**config.mk**
```make
export PLATFORM = sky130hd
export DESIGN_NAME = dbg_cause_unit
export DESIGN_NICKNAME = d
export VERILOG_FILES = /design/src/rtl/dbg_cause_pkg.sv /design/src/rtl/dbg_cause_sel.sv /design/src/rtl/dbg_icount.sv /design/src/rtl/dbg_cause_unit.sv
export SDC_FILE = /design/constraint.sdc
export NUM_CORES = 1
export LEC_CHECK = 0
export BUFFER_PORTS_ARGS = -buffer_cell sky130_fd_sc_hd__clkbuf_2
export CORE_MARGIN = 2
export CORE_UTILIZATION = 49
export CTS_CLUSTER_DIAMETER = 80
export DETAILED_ROUTE_END_ITERATION = 8
export PLACE_DENSITY = 0.9
export REMOVE_ABC_BUFFERS = 1
export SLEW_MARGIN = 40
export SYNTH_ARGS = -nofsm -noshare
export SYNTH_HDL_FRONTEND = slang
export SYNTH_SLANG_ARGS = --single-unit
```
**constraint.sdc**
```tcl
create_clock -name clk -period 3.15 [get_ports clk]
set_input_delay 0.945 -clock clk [delete_from_list [all_inputs] [get_ports clk]]
set_output_delay 0.945 -clock clk [all_outputs]
set_load 0.01 [all_outputs]
```
**src/rtl/dbg_cause_pkg.sv**
```systemverilog
package dbg_cause_pkg;
  localparam int LVL_W   = 4;
  localparam int IDX_W   = 4;
  localparam int CAUSE_W = 12;
  localparam logic [LVL_W-1:0] DBG_LVL  = 4'd6;
  localparam logic [4:0]       PS_ENTRY = 5'h10 | 5'(DBG_LVL);
  // one-hot cause codes, bits [4:0] of the cause register
  localparam logic [4:0] C_ICNT = 5'h01;
  localparam logic [4:0] C_IBRK = 5'h02;
  localparam logic [4:0] C_DBRK = 5'h04;
  localparam logic [4:0] C_BRKW = 5'h08;
  localparam logic [4:0] C_BRKN = 5'h10;
endpackage

```
**src/rtl/dbg_cause_sel.sv**
```systemverilog
module dbg_cause_sel
  import dbg_cause_pkg::*;
(
  input  logic             icnt_ev,
  input  logic             ibrk,
  input  logic             dbrk,
  input  logic             brkw,
  input  logic             brkn,
  input  logic [IDX_W-1:0] idx,
  output logic             any_ev,
  output logic [CAUSE_W-1:0] cause
);
  logic [4:0]       code;
  logic [IDX_W-1:0] fld;

  // fixed priority, highest first
  always_comb begin
    code = 5'h00;
    fld  = '0;
    if (icnt_ev)   code = C_ICNT;
    else if (ibrk) code = C_IBRK;
    else if (dbrk) begin
      code = C_DBRK;
      fld  = idx;
    end
    else if (brkw) code = C_BRKW;
    else if (brkn) code = C_BRKN;
  end

  assign any_ev = |code;
  assign cause  = {fld, 3'b000, code};
endmodule

```
**src/rtl/dbg_icount.sv**
```systemverilog
module dbg_icount #(
  parameter int CW = 32
) (
  input  logic          clk,
  input  logic          rst,
  input  logic          wr_en,
  input  logic [CW-1:0] wr_data,
  input  logic          retire,
  input  logic          taken,
  input  logic          lvl_ok,
  output logic [CW-1:0] cnt_q,
  output logic          pend_q
);
  localparam logic [CW-1:0] ALL_ONES = '1;
  logic inc;

  assign inc = retire && !taken && lvl_ok && !wr_en;

  always_ff @(posedge clk) begin
    if (rst) begin
      cnt_q  <= '0;
      pend_q <= 1'b0;
    end else begin
      if (wr_en)    cnt_q <= wr_data;
      else if (inc) cnt_q <= cnt_q + 1'b1;
      if (retire) pend_q <= 1'b0;
      if (inc && cnt_q == ALL_ONES) pend_q <= 1'b1;
    end
  end

  a_r8_arm_from_wrap: assert property (@(posedge clk) disable iff (rst)
    $rose(pend_q) |-> $past(cnt_q) == ALL_ONES);

  a_r7_hold_when_idle: assert property (@(posedge clk) disable iff (rst)
    (!wr_en && !inc) |=> $stable(cnt_q));
endmodule

```
**src/rtl/dbg_cause_unit.sv**
```systemverilog
module dbg_cause_unit
  import dbg_cause_pkg::*;
#(
  parameter int AW = 32,
  parameter int CW = 32
) (
  input  logic               clk,
  input  logic               rst,
  input  logic               retire_valid,
  input  logic [AW-1:0]      retire_pc,
  input  logic               brk_wide,
  input  logic               brk_narrow,
  input  logic               ibrk_hit,
  input  logic               dbrk_hit,
  input  logic [IDX_W-1:0]   dbrk_idx,
  input  logic               ps_wr_en,
  input  logic [4:0]         ps_wr_data,
  input  logic               icnt_wr_en,
  input  logic [CW-1:0]      icnt_wr_data,
  input  logic [LVL_W-1:0]   icnt_level,
  output logic               take_dbg,
  output logic [4:0]         ps_low,
  output logic [AW-1:0]      saved_pc,
  output logic [CAUSE_W-1:0] dbg_cause,
  output logic [CW-1:0]      icnt_value
);
  logic [LVL_W-1:0]   cur_lvl;
  logic               icnt_pend;
  logic               any_ev;
  logic [CAUSE_W-1:0] next_cause;
  logic               take_now;

  assign cur_lvl  = ps_low[LVL_W-1:0];
  assign take_now = retire_valid && any_ev && (cur_lvl < DBG_LVL);

  dbg_cause_sel u_sel (
    .icnt_ev (icnt_pend),
    .ibrk    (ibrk_hit),
    .dbrk    (dbrk_hit),
    .brkw    (brk_wide),
    .brkn    (brk_narrow),
    .idx     (dbrk_idx),
    .any_ev  (any_ev),
    .cause   (next_cause)
  );

  dbg_icount #(.CW(CW)) u_cnt (
    .clk     (clk),
    .rst     (rst),
    .wr_en   (icnt_wr_en),
    .wr_data (icnt_wr_data),
    .retire  (retire_valid),
    .taken   (take_now),
    .lvl_ok  (cur_lvl < icnt_level),
    .cnt_q   (icnt_value),
    .pend_q  (icnt_pend)
  );

  always_ff @(posedge clk) begin
    if (rst) begin
      take_dbg  <= 1'b0;
      ps_low    <= '0;
      saved_pc  <= '0;
      dbg_cause <= '0;
    end else begin
      take_dbg <= take_now;
      if (take_now) begin
        ps_low    <= PS_ENTRY;
        saved_pc  <= retire_pc;
        dbg_cause <= next_cause;
      end else if (ps_wr_en) begin
        ps_low <= ps_wr_data;
      end
    end
  end

  a_r1_level_gate: assert property (@(posedge clk) disable iff (rst)
    take_dbg |-> $past(ps_low[LVL_W-1:0]) < DBG_LVL);

  a_r2_entry_status: assert property (@(posedge clk) disable iff (rst)
    take_dbg |-> ps_low == PS_ENTRY);

  a_r3_saved_pc: assert property (@(posedge clk) disable iff (rst)
    take_dbg |-> saved_pc == $past(retire_pc));

  a_r4_one_hot: assert property (@(posedge clk) disable iff (rst)
    take_dbg |-> ($countones(dbg_cause[4:0]) == 1 && dbg_cause[7:5] == 3'b000));

  a_r5_idx_only_data: assert property (@(posedge clk) disable iff (rst)
    (take_dbg && !dbg_cause[2]) |-> dbg_cause[11:8] == '0);

  a_r9_single_pulse: assert property (@(posedge clk) disable iff (rst)
    take_dbg |=> !take_dbg);
endmodule

```
==> results of run 1 <==
[per-layer routing]
layer	vias to the layer above	track usage	part of all wire
met3	24	0.0356	0.065
li1	1990	-	-
met4	0	0.0940	0.019
met1	1913	0.294	0.41
met5	-	0	0
met2	180	0.396	0.51
[Yosys cell counts (6+ instances only)]
library cell / number
sky130_fd_sc_hd__a2111oi_4: 12
sky130_fd_sc_hd__nor2b_1: 11
sky130_fd_sc_hd__clkbuf_1: 26
sky130_fd_sc_hd__xnor2_1: 10
sky130_fd_sc_hd__buf_1: 6
sky130_fd_sc_hd__and2_1: 6
sky130_fd_sc_hd__a2111oi_1: 7
sky130_fd_sc_hd__and3_1: 8
sky130_fd_sc_hd__dfxtp_1: 80
sky130_fd_sc_hd__nor3_1: 21
sky130_fd_sc_hd__inv_1: 11
sky130_fd_sc_hd__a21oi_1: 43
sky130_fd_sc_hd__and4_1: 10
sky130_fd_sc_hd__nand2_1: 80
sky130_fd_sc_hd__nand3_1: 8
sky130_fd_sc_hd__nand4_1: 11
sky130_fd_sc_hd__a211oi_1: 19
sky130_fd_sc_hd__nor4_1: 6
sky130_fd_sc_hd__nor2_1: 33
sky130_fd_sc_hd__mux2i_1: 9
[power groups by stage]
stage | Sequential [mW] | Combinational (mW) | Clock, mW
2_1_floorplan | 1.18 | 0.205 | 0
3_3_place_gp | 1.15 | 0.435 | 0
3_5_place_dp | 1.16 | 0.450 | 0
4_1_cts | 1.14 | 0.452 | 0.822
5_1_grt | 1.15 | 0.492 | 0.867
6_report | 1.14 | 0.450 | 0.807
[layout make-up]
class | instances | share of cell area
multi-input combinational | 339 | 0.440
sequential | 80 | 0.306
timing repair buffer | 179 | 0.181
clock buffer | 10 | 0.0263
tap | 105 | 0.0251
clock inverter | 6 | 0.0141
inverter | 11 | 0.00789
[kinds of logic (layout without fill, tap and decap cells)]
| kind of cell | Yosys count | count (layout) | synth area share |
|---|---|---|---|
| AOI/OAI and AO/OA | 107 | 107 | 0.249 |
| buffers and inverters | 52 | 206 | 0.0568 |
| adders and majority gates | 4 | 4 | 0.0122 |
| other | 1 | 3 | 0.000911 |
| muxes | 9 | 9 | 0.0219 |
| and+or+nand+nor | 206 | 206 | 0.249 |
| DFF | 80 | 80 | 0.389 |
| xor gates and xnor gates | 10 | 10 | 0.0213 |
[stage by stage]
stage | power, mW | util | setup TNS [ns] | setup WS [ns]
after floorplan | 1.38 | - | -55.80 | -1.09
after global placement | 1.59 | 0.614 | 0 | 0.192
after detailed placement | 1.61 | 0.614 | 0 | 0.0742
after CTS | 2.41 | 0.640 | 0 | 0.414
after global routing | 2.51 | 0.640 | 0 | 0.244
final | 2.39 | 0.640 | 0 | 0.415
[state kept, by name, summed over array words and instances (netlist names)]
signal        flops
dbg_cause         9
ps_low            5
saved_pc         32
take_dbg          1
u_cnt.cnt_q      32
u_cnt.pend_q      1
[worst min path at each step]
stage | startpoint | endpoint | slack [ns]
global route | dbg_cause[0] | dbg_cause[0] | 0.48
finish | saved_pc[3] | saved_pc[3] | 0.46
floorplan | u_cnt.pend_q | dbg_cause[0] | 0.45
global placement | saved_pc[14] | saved_pc[14] | 0.44
CTS | saved_pc[3] | saved_pc[3] | 0.46
detailed placement | dbg_cause[2] | dbg_cause[2] | 0.44
[critical path, cell delays in order]
cell and delay, ns:
sky130_fd_sc_hd__clkbuf_2 0.07, sky130_fd_sc_hd__inv_1 0.03, sky130_fd_sc_hd__ha_1 0.20, sky130_fd_sc_hd__nor4b_1 0.33, sky130_fd_sc_hd__buf_4 0.18, sky130_fd_sc_hd__o21ai_4 0.12
sky130_fd_sc_hd__buf_4 0.25, sky130_fd_sc_hd__a2111oi_4 0.35, sky130_fd_sc_hd__nor3_1 0.08, sky130_fd_sc_hd__a2111oi_1 0.38
==> results.cfg, run 1 <==
[clock_tree]
cts.root.buffer_cell = sky130_fd_sc_hd__clkbuf_8
ctsResizeCount = 0
cts_hold_bufs = 0
cts-buffers-inserted = 9
clock_tree.buffer_depth = 2
post-cts-setup-buffers = 0
insertion_delay_ns = 0.35
cts_htree_levels = 3
clk_transition_reported_paths_ns = 0.09
clock-sinks = 80
cts_tree = done

[power]
internal-power_mw = 1.66
clock_power_share = 0.337
power.switching_mw = 0.736
combinationalPowerShare = 0.188
ir_worst_vdd_mv = 0.218
net_switching_share_of_the_total_power = 0.308
leakagePower_nw = 2.18
power_density_normalized_to_cell_area_nw_per_um2 = 457
sequentialPowerShare = 0.475

[setup_path]
worst_flop_to_flop_path_endpoint = u_cnt.cnt_q[16]
timing.critical_path.from_type = primary input
timing.critical_path.fanout_max = 9
endpoint = u_cnt.cnt_q[16]
criticalPathCategory = primary input to flip-flop
worst-endpoint-required_ns = 3.36
timing.reg2reg.worst_path_depth = 8
reg2reg_slack_ns = 0.77
critPathCaptureType = flip-flop
worst_setup_path_startpoint = icnt_level[2]
r2r-start = ps_low[2]
cp.arrival_ns = 2.95

[timing]
final-setup-viol-count = 0
worst_hold_slack_ns = 0.459
final_max_slew_viol_count = 0
timing.slew.headroom = 0.591
worst-slew-pin-transition_ns = 0.613
layout_worst_path_cycle_share = 0.868
hold_viol_final = 0
fin_worst_skew_ns = 0.0106
unrepaired_setup_endpoints_after_global_routing = false
fin_crit_ns = 2.74
timing.fmax_ghz = 0.366

[yosys]
synthesis.area_per_instance_sq_um = 8.78
number_of_enable_type_register_cells_in_the_synthesized_netlist = 0
synth.ff_latch_count = 80
ys_warns = 0
synth.top_cell.area_share = 0.389
leading_post_synthesis_cells_by_cell_area = sky130_fd_sc_hd__dfxtp_1, sky130_fd_sc_hd__a2111oi_4, sky130_fd_sc_hd__nand2_1
syn-instance-count = 469
post_synth_num_cell_types = 50
yosysSeqAreaShare = 0.389
share_of_synthesized_registers_carrying_an_async_set_or_reset = 0
yosysTopAreaCell = sky130_fd_sc_hd__dfxtp_1
cell_area_after_technology_mapping_sq_um = 4120
synth_ff_type = sky130_fd_sc_hd__dfxtp_1

[layout]
multi_input_comb_area_sq_um = 2300
syn_to_final_growth_pct = 27.2
drive_gt1_frac = 0.352
final_cell_count_no_fill = 730
most_frequent_cells_in_the_layout = sky130_fd_sc_hd__clkbuf_2, sky130_fd_sc_hd__nand2_1, sky130_fd_sc_hd__dfxtp_1
register_area_sq_um = 1600
final_common_cell = sky130_fd_sc_hd__clkbuf_2
antenna-diode-count = 0
nNetsFinal = 710
final_cell_area_sq_um = 5240
filler_cell_count = 700

[floorplan]
site_rows = 33
core_footprint_sq_um = 8180
boundaryPins = 168
initial_utilization = 0.504
die_area_sq_um = 9150
die_width_um = 95.7
die_h_um = 95.7

[job]
timing.max_cap.violations = 0

[drt]
route.detailed.vias_per_inst = 5.63
drt-wirelength-per-cell_um = 15.3
drt.antenna.violating_nets = 0
vias = 4107
route.detailed.drc = 0
finalWirelength_um = 11200
dr.pass1.iters = 4
drc_marker_count_from_the_first_detailed_route_iteration = 139

[placed_design]
placed_area_sq_um = 5020
dpl.hpwl_um = 8310
global_placement_routability_congestion = 0.828
dp_cells = 714
port_buffers = 164

[grt]
antenna_found_initial = 0
grt_max_degree = 42
first_global_vias = 3657
grt_util_all_layers = 0.233
gr-total-overflow = 0
grt_pass1_wl_um = 16900

[hold_path]
hold_depth = 2
min-delay-path-class = flip-flop to flip-flop

[outcome]
status = complete, no violations
(Power assumes the default switching activity.)
==> inputs of run 2 (changes only) <==
- CORE_ASPECT_RATIO: not set -> 1.25
==> run 2 against run 1 <==
  * Cell count decreased by 1.4%
  * Die area about the same
  * Setup slack got worse by 0.037 ns
  * Final area increased by 0.57%
  * Routed wire length decreased by 6.2%
==> results.cfg, run 2 (synthesis gave the netlist of run 1 again) <==
[outcome]
status = complete, no violations

[floorplan]
site_rows = 37
die_area_sq_um = 9150
die_width_um = 86.0
initial_utilization = 0.502
core_footprint_sq_um = 8190
boundaryPins = 168
die_h_um = 106

[timing]
layout_worst_path_cycle_share = 0.880
timing.slew.headroom = 0.470
fin_crit_ns = 2.77
fin_worst_skew_ns = 0.00578
final-setup-viol-count = 0
worst-slew-pin-transition_ns = 0.795
unrepaired_setup_endpoints_after_global_routing = false
timing.fmax_ghz = 0.361
final_max_slew_viol_count = 0
hold_viol_final = 0

[clock_tree]
post-cts-setup-buffers = 0
clock-sinks = 80
clock_tree.buffer_depth = 2
cts_htree_levels = 3
cts_tree = done
cts-buffers-inserted = 9
cts_hold_bufs = 0
insertion_delay_ns = 0.35
cts.root.buffer_cell = sky130_fd_sc_hd__clkbuf_8
clk_transition_reported_paths_ns = 0.08
ctsResizeCount = 0

[drt]
drc_marker_count_from_the_first_detailed_route_iteration = 166
finalWirelength_um = 10500
drt-wirelength-per-cell_um = 14.6
dr.pass1.iters = 5
drt.antenna.violating_nets = 0
route.detailed.drc = 0
vias = 4101
route.detailed.vias_per_inst = 5.70

[setup_path]
worst-endpoint-required_ns = 3.38
timing.critical_path.from_type = primary input
criticalPathCategory = primary input to flip-flop
timing.critical_path.fanout_max = 18
cp.arrival_ns = 3.01
slowest_delay_ns = 0.47
count_of_buffering_cells_on_the_critical_path_with_inverters_included = 3
timing.critical_path.max_delay_family = compound AO/OA/AOI/OAI gates
timing.critical_path.cells = clkbuf_2 > inv_1 > ha_1 > nor4b_1 > o21ai_4 > buf_12 > a2111oi_4 > nor3_1 > a2111oi_1
cpMaxStageDelayCell = sky130_fd_sc_hd__nor4b_1
critPathCaptureType = flip-flop

[job]
timing.max_cap.violations = 0

[layout]
most_frequent_cells_in_the_layout = sky130_fd_sc_hd__clkbuf_2, sky130_fd_sc_hd__nand2_1, sky130_fd_sc_hd__dfxtp_1
final_common_cell = sky130_fd_sc_hd__clkbuf_2
multi_input_comb_area_sq_um = 2300
syn_to_final_growth_pct = 27.9
largest_registers = saved_pc x32, u_cnt.cnt_q x32, dbg_cause x9
final_cell_count_no_fill = 720
filler_cell_count = 670
nNetsFinal = 708
drive_gt1_frac = 0.350
register_area_sq_um = 1600
final_cell_area_sq_um = 5270
antenna-diode-count = 0
final_core_utilization = 0.643

[grt]
first_global_vias = 3728
grt_max_degree = 49
grt_util_all_layers = 0.225
gr-total-overflow = 0
grt_pass1_wl_um = 16800
antenna_found_initial = 0

[power]
ir_worst_vdd_mv = 0.255
power_density_normalized_to_cell_area_nw_per_um2 = 479
leakagePower_nw = 2.19

[placed_design]
dp_cells = 704
global_placement_routability_congestion = 0.896
dpl.hpwl_um = 7720
port_buffers = 164
placed_area_sq_um = 5010

[hold_path]
min-delay-path-class = flip-flop to flip-flop
==> run 2: layer usage <==
layer  track usage  vias to the layer above  routed length, um  share of wire
li1              -                     1988                  -              -
met1         0.265                     1917               4260           0.41
met2         0.389                      180               5290           0.50
met3        0.0543                       16                784          0.075
met4        0.0850                        0                153          0.015
met5             0                        -                  0              0
==> run 2: report_power, final <==
part           leakage, nW  total [mW]  switching [mW]  internal [mW]
Clock                0.126       0.936           0.367          0.568
Combinational         1.41       0.448           0.266          0.182
Sequential           0.660        1.14          0.0599           1.08
Total                 2.19        2.52           0.694           1.83
==> run 2: per-stage QoR <==
step                      hold WS (ns)  power [mW]  worst slack [ns]  setup TNS (ns)
after global placement           0.434        1.59             0.145               0
after floorplan                  0.455        1.38             -1.09          -55.80
after detailed placement         0.444        1.61           0.00478               0
after global routing             0.473        2.63             0.219               0
final                            0.458        2.52             0.377               0
after CTS                        0.462        2.54             0.381               0
==> run 2: worst paths after layout <==
kind / start / end / slack [ns] / cells past startpoint
setup / recovery: icnt_level[2] / u_cnt.cnt_q[21] / 0.38 / 9
hold / removal: saved_pc[9] / saved_pc[9] / 0.46 / 2
setup reg to reg: u_cnt.cnt_q[2] / u_cnt.cnt_q[29] / 0.66 / 7
hold reg to reg: saved_pc[9] / saved_pc[9] / 0.46 / 2
==> run 2: area by class of cell <==
class / instances / area share
sequential: 80 / 0.304
clock buffer: 11 / 0.0288
multi-input combinational: 339 / 0.438
tap: 97 / 0.0231
clock inverter: 5 / 0.0195
timing repair buffer: 177 / 0.179
inverter: 11 / 0.00784
==> run 2: tightest hold or removal path: stages (launching register included) <==
cell and delay (ns):
sky130_fd_sc_hd__dfxtp_1 0.31, sky130_fd_sc_hd__nand2_1 0.05, sky130_fd_sc_hd__a21oi_1 0.05
